**config.mk**
```make
export PLATFORM = sky130hd
export DESIGN_NAME = opmode_decoder
export DESIGN_NICKNAME = d
export VERILOG_FILES = /design/src/rtl/opmode_pkg.sv /design/src/rtl/opmode_submode.sv /design/src/rtl/opmode_sizes.sv /design/src/rtl/opmode_decoder.sv
export SDC_FILE = /design/constraint.sdc
export NUM_CORES = 1
export LEC_CHECK = 0
export ABC_CLOCK_PERIOD_IN_PS = 1250
export CAP_MARGIN = 10
export CORE_UTILIZATION = 38
export DETAILED_ROUTE_END_ITERATION = 7
export HOLD_SLACK_MARGIN = 0.15
export PLACE_DENSITY = 0.8
export SYNTH_ARGS = -nofsm -noshare
export SYNTH_HDL_FRONTEND = slang
export SYNTH_HIERARCHICAL = 1
export SYNTH_SLANG_ARGS = --single-unit
```
**constraint.sdc**
```tcl
create_clock -name clk_i -period 1.25 [get_ports clk_i]
set_clock_uncertainty 0.15 [all_clocks]
set_input_delay 0.25 -clock clk_i [delete_from_list [all_inputs] [get_ports clk_i]]
set_output_delay 0.25 -clock clk_i [all_outputs]
set_load 0.02 [all_outputs]
```
**src/rtl/opmode_pkg.sv**
```systemverilog
package opmode_pkg;
  localparam int SZW = 2;
  localparam int SMW = 3;

  typedef enum logic [0:0] {MODE_LEGACY = 1'b0, MODE_LONG = 1'b1} mode_e;
  typedef enum logic [SMW-1:0] {
    SUB_64 = 3'd0, SUB_COMPAT = 3'd1, SUB_PROT = 3'd2,
    SUB_V86 = 3'd3, SUB_REAL = 3'd4
  } submode_e;

  localparam logic [SZW-1:0] SZ16 = 2'd1;
  localparam logic [SZW-1:0] SZ32 = 2'd2;
  localparam logic [SZW-1:0] SZ64 = 2'd3;

  typedef struct packed {
    mode_e          mode;
    submode_e       submode;
    logic [1:0]     cpl;
    logic           paging;
    logic           prot;
    logic [SZW-1:0] def_op;
    logic [SZW-1:0] alt_op;
    logic [SZW-1:0] def_addr;
    logic [SZW-1:0] alt_addr;
    logic [SZW-1:0] stack;
  } status_t;

  function automatic submode_e pick_submode(logic lma, logic cs_long, logic pe, logic vm);
    if (lma) return cs_long ? SUB_64 : SUB_COMPAT;
    if (!pe) return SUB_REAL;
    return vm ? SUB_V86 : SUB_PROT;
  endfunction

  function automatic status_t reset_word();
    status_t w;
    w.mode = MODE_LEGACY; w.submode = SUB_REAL; w.cpl = 2'd0;
    w.paging = 1'b0; w.prot = 1'b0;
    w.def_op = SZ16; w.alt_op = SZ16; w.def_addr = SZ16;
    w.alt_addr = SZ16; w.stack = SZ16;
    return w;
  endfunction
endpackage

```
**src/rtl/opmode_submode.sv**
```systemverilog
module opmode_submode
  import opmode_pkg::*;
(
  input  logic     lma_i,
  input  logic     pe_i,
  input  logic     vm_i,
  input  logic     cs_long_i,
  output mode_e    mode_o,
  output submode_e submode_o,
  output logic     is64_o
);
  always_comb begin
    mode_o    = lma_i ? MODE_LONG : MODE_LEGACY;
    submode_o = pick_submode(lma_i, cs_long_i, pe_i, vm_i);
    is64_o    = (submode_o == SUB_64);
  end
endmodule

```
**src/rtl/opmode_sizes.sv**
```systemverilog
module opmode_sizes
  import opmode_pkg::*;
(
  input  logic           is64_i,
  input  logic           cs_dsize_i,
  input  logic           ss_dsize_i,
  output logic [SZW-1:0] def_op_o,
  output logic [SZW-1:0] alt_op_o,
  output logic [SZW-1:0] def_addr_o,
  output logic [SZW-1:0] alt_addr_o,
  output logic [SZW-1:0] stack_o
);
  always_comb begin
    if (is64_i || cs_dsize_i) begin
      def_op_o = SZ32; alt_op_o = SZ16;
    end else begin
      def_op_o = SZ16; alt_op_o = SZ32;
    end
    if (is64_i) begin
      def_addr_o = SZ64; alt_addr_o = SZ32;
    end else if (cs_dsize_i) begin
      def_addr_o = SZ32; alt_addr_o = SZ16;
    end else begin
      def_addr_o = SZ16; alt_addr_o = SZ32;
    end
    if (is64_i)          stack_o = SZ64;
    else if (ss_dsize_i) stack_o = SZ32;
    else                 stack_o = SZ16;
  end
endmodule

```
**src/rtl/opmode_decoder.sv**
```systemverilog
module opmode_decoder
  import opmode_pkg::*;
(
  input  logic       clk_i,
  input  logic       rst_ni,
  input  logic       update_i,
  input  logic       lma_i,
  input  logic       pe_i,
  input  logic       pg_i,
  input  logic       vm_i,
  input  logic       cs_long_i,
  input  logic       cs_dsize_i,
  input  logic [1:0] cs_dpl_i,
  input  logic       ss_dsize_i,
  output logic       mode_o,
  output logic [2:0] submode_o,
  output logic [1:0] cpl_o,
  output logic       paging_o,
  output logic       prot_o,
  output logic [1:0] def_op_o,
  output logic [1:0] alt_op_o,
  output logic [1:0] def_addr_o,
  output logic [1:0] alt_addr_o,
  output logic [1:0] stack_o
);
  mode_e    nxt_mode;
  submode_e nxt_sub;
  logic     nxt_is64;
  status_t  nxt_word, word_q;

  opmode_submode u_sub (
    .lma_i(lma_i), .pe_i(pe_i), .vm_i(vm_i), .cs_long_i(cs_long_i),
    .mode_o(nxt_mode), .submode_o(nxt_sub), .is64_o(nxt_is64)
  );

  logic [SZW-1:0] n_dop, n_aop, n_dad, n_aad, n_stk;
  opmode_sizes u_sz (
    .is64_i(nxt_is64), .cs_dsize_i(cs_dsize_i), .ss_dsize_i(ss_dsize_i),
    .def_op_o(n_dop), .alt_op_o(n_aop), .def_addr_o(n_dad),
    .alt_addr_o(n_aad), .stack_o(n_stk)
  );

  always_comb begin
    nxt_word.mode     = nxt_mode;
    nxt_word.submode  = nxt_sub;
    nxt_word.cpl      = cs_dpl_i;
    nxt_word.paging   = pg_i;
    nxt_word.prot     = pe_i;
    nxt_word.def_op   = n_dop;
    nxt_word.alt_op   = n_aop;
    nxt_word.def_addr = n_dad;
    nxt_word.alt_addr = n_aad;
    nxt_word.stack    = n_stk;
  end

  always_ff @(posedge clk_i) begin
    if (!rst_ni)       word_q <= reset_word();
    else if (update_i) word_q <= nxt_word;
  end

  assign mode_o     = word_q.mode;
  assign submode_o  = word_q.submode;
  assign cpl_o      = word_q.cpl;
  assign paging_o   = word_q.paging;
  assign prot_o     = word_q.prot;
  assign def_op_o   = word_q.def_op;
  assign alt_op_o   = word_q.alt_op;
  assign def_addr_o = word_q.def_addr;
  assign alt_addr_o = word_q.alt_addr;
  assign stack_o    = word_q.stack;

  logic in_reset_q;
  always_ff @(posedge clk_i) in_reset_q <= !rst_ni;

  assert_long_mode_R1: assert property (@(posedge clk_i) disable iff (!rst_ni)
    update_i && lma_i |=> mode_o && (submode_o == 3'd0 || submode_o == 3'd1));
  assert_legacy_sub_R2: assert property (@(posedge clk_i) disable iff (!rst_ni)
    update_i && !lma_i |=> !mode_o && submode_o >= 3'd2 && submode_o <= 3'd4);
  assert_mirror_R3: assert property (@(posedge clk_i) disable iff (!rst_ni)
    update_i |=> cpl_o == $past(cs_dpl_i) && paging_o == $past(pg_i) && prot_o == $past(pe_i));
  assert_op_pair_R4: assert property (@(posedge clk_i) disable iff (!rst_ni)
    update_i |=> def_op_o != alt_op_o && def_op_o != 2'd3);
  assert_addr64_R5: assert property (@(posedge clk_i) disable iff (!rst_ni)
    (def_addr_o == 2'd3) |-> submode_o == 3'd0 && alt_addr_o == 2'd2);
  assert_stack64_R6: assert property (@(posedge clk_i) disable iff (!rst_ni)
    (submode_o == 3'd0) == (stack_o == 2'd3));
  assert_hold_R7: assert property (@(posedge clk_i) disable iff (!rst_ni)
    !update_i && !in_reset_q |=> $stable(word_q));
  assert_reset_R8: assert property (@(posedge clk_i)
    in_reset_q && rst_ni |-> submode_o == 3'd4 && stack_o == 2'd1 && def_op_o == 2'd1);
endmodule

```
==> results by group, run 1 <==
Status
  – Outcome: finished, final reports clean

Floorplanning
  – Starting density of the core: 42.7%
  – Horiz. Die Dim: 47.2 microns
  – Cell row count: 15
  – Die height: 47.2 microns
  – Ports: 30
  – Die area: 2230 sq um
  – Core Area: 1820 sq um

Placement
  – GP Congestion: 0.711
  – Placed cell area: 1100 sq um
  – Pre-CTS WS: -0.401 ns
  – DPL Wire Length: 1130 microns
  – Placed Cells: 127
  – PortBufs: 29

Power and ir drop
  – Share of total power in the clock network: 28.9%
  – Final Power: 1.23 mW
  – Comb pwr share: 20.3%
  – Psw: 0.317 mW
  – Sequential share of power: 50.9%
  – Switching share of power: 25.7%
  – Lkg Pwr: 0.512 nW
  – Pwr Density: 1170 nW/um^2
  – Max IR drop VDD: 0.000506 V
  – Int Power: 0.916 mW

Worst setup path
  – CP Capture Type: primary output
  – Critical path cell sequence: buf_2
  – CP required: 0.85 ns
  – Crit path arrival time: 0.81 ns
  – Critical-path top delay cell: dfxtp_1
  – Reg2Reg Setup Slack: 0.39 ns
  – CP Max Fanout: 2
  – Critical Path Max Stage Delay: 0.36 ns
  – Crit path launch type: flop
  – Crit-path leading delay family: flip-flops
  – Worst Path Class, Setup: reg2out
  – Buf+Inv Stages, Crit Path: 1

Clocking
  – Clk sinks: 18
  – CTS tree: yes
  – Clk slew on worst S/H paths: 0.11 ns
  – CTS Buf Count: 3
  – CTS Root Cell: clkbuf_4
  – H-tree level count: 1
  – Clock latency on the worst-skew pair: 0.28 ns
  – Clock buffer depth: 2

STA
  – Fin crit period: 1.21 ns
  – Slew at the pin closest to its max-slew limit: 0.134 ns
  – Worst slew margin: 90.8%
  – Final hold vios: 0
  – Worst Slack Setup Final: 0.0378 ns
  – Peak Freq: 825 MHz
  – Crit share post-route: 97.0%
  – Unrepaired setup endpoints after global routing: false
  – Setup Viol. Count Final: 0
  – Slew Viols, Final: 0

Global routing
  – Largest net degree at the start of global routing: 19
  – Vias in the first global route: 582
  – First-pass GRT wire length: 2450 microns
  – Gr usage total: 15.8%
  – Initial antenna violation count: 0
  – GR Overflow Total: 0

Yosys
  – Syn Area/Cell: 10.6 sq um
  – Sequential share of the synthesized area: 46.4%
  – Mux cell area share after synthesis: 23.2%
  – Largest family of logic cells by synthesized area: multiplexers
  – Xor-xnor portion of the synthesized cell area: 0%
  – Mapped Cells: 73
  – Ys flop type: dfxtp_1
  – Synth unique cells: 15
  – Largest cells by area after synthesis: dfxtp_1, mux2i_1, nor2b_1
  – Commonest cells in the netlist: dfxtp_1, mux2i_1, nor2b_1
  – Synth area leader: dfxtp_1
  – Syn nets: 85
  – Ys Warns: 6
  – Top cell type's share of synthesized area: 46.4%
  – EDFF count, synth: 0
  – Mapped Area: 777 sq um
  – Adder-cell share of the synthesized area: 0%
  – Async SR Flop Fraction: 0%
  – Post-synthesis compound-gate area fraction: 1.13%
  – FF+latch count, synth: 18
  – Post-Synth Simple-Gate Area: 19.5%

Detailed routing
  – DRT antenna net count: 0
  – Iteration-0 DRC Markers: 2
  – Vias per inst: 4.50
  – Via count: 589
  – DR WL/cell: 11.3 microns
  – Total Wirelength: 1480 microns
  – First drt pass iteration count: 3
  – DRC viols: 0

Final layout
  – Area Overhead vs Synth: 36.1%
  – Share of layout cells above drive strength 1: 31.1%
  – Ant. Diodes: 0
  – Final nets: 119
  – Final non-filler cell area: 1060 sq um
  – Final Non-Filler Cells: 131

Worst hold path
  – Hold Crit Class: reg2reg

Flow run
  – Max-Cap Viols: 0
-- worst reg2reg max path: cells and delay by family (launching register included) --
family                 cells  cell delay, ns
AND/OR/NAND/NOR            1            0.06
flip-flops                 1            0.32
multiplexers               1            0.11
buffers and inverters      1            0.12
-- final cells by class --
type	count	area, sq um
Fill cell	186	763
Sequential cell	18	360
Multi-Input combinational cell	46	345
Timing Repair Buffer	37	280
Clock buffer	4	36.3
Tap cell	25	31.3
Inverter	1	3.75
-- repair_timing --
item                                    in CTS  in global routing
hold buffers                                 0                  0
buffers inserted                             0                  0
cloned                                       0                  0
pin swaps                                    1                  0
hold endpoints to repair                     0                  0
endpoints found under the setup margin      24                  4
resized for setup                           76                  4
-- layer usage --
metal	up-vias	share of wire, %	GRT usage (%)
met5	-	0	0
met4	0	0.81	8.57
met3	2	5.4	2.69
met2	17	52	27.4
met1	267	42	18.3
li1	303	-	-
-- layout by cell type, fill, tap and decap left out, types with 2 or more instances in the layout --
cell and instances:
buf_4 11, mux2i_1 18, nor2_1 2, nand2b_1 2, nand2_1 6, dlygate4sd2_1 2
dfxtp_1 18, buf_2 14, nor2b_1 13, clkbuf_4 3, clkdlybuf4s50_1 9
-- final timing paths --
| kind | depth (start not counted) | to | from |
|---|---|---|---|
| worst min-delay path | 2 | submode_o[2] | submode_o[2] |
| worst max register to register | 3 | def_op_o[0] | def_op_o[0] |
| worst max-delay path | 1 | prot_o | prot_o |
| worst min register to register | 2 | submode_o[2] | submode_o[2] |
-- kinds of logic (layout without fill, tap and decap cells) --
kind of cell / after synthesis / in the layout
simple gates: 27 / 27
buf+inv: 9 / 42
flops: 18 / 18
compound gates: 1 / 1
mux: 18 / 18
-- state kept, by name, indices dropped and copies added (netlist names) --
| signal | flops |
|---|---|
| prot_o | 1 |
| alt_op_o | 2 |
| def_addr_o | 2 |
| stack_o | 2 |
| def_op_o | 2 |
| paging_o | 1 |
| mode_o | 1 |
| alt_addr_o | 2 |
| cpl_o | 2 |
| submode_o | 3 |
-- stage by stage --
| step | util [%] | setup TNS (ns) | hold WS, ns |
|---|---|---|---|
| 6_report | 58.1 | 0 | 0.334 |
| 5_1_grt | 58.1 | 0 | 0.370 |
| 4_1_cts | 57.5 | 0 | 0.342 |
| 3_5_place_dp | 60.3 | -6.12 | 0.313 |
| 3_3_place_gp | 60.3 | -5.56 | 0.304 |
| 2_1_floorplan | - | 0 | 0.228 |
-- power by group through the flow --
stage	clock [mW]	combinational (mW)	sequential (mW)
finish	0.356	0.250	0.627
CTS	0.371	0.249	0.627
detailed placement	0	0.281	0.641
global route	0.395	0.272	0.632
global placement	0	0.276	0.641
floorplan	0	0.110	0.684
(Power assumes the default switching activity.)
==> run 2: changes to the inputs <==
Settings changed: GPL_ROUTABILITY_DRIVEN from default to 0.
==> results of run 2 <==
Final layout, timing and power as in run 1 (identical DEF).
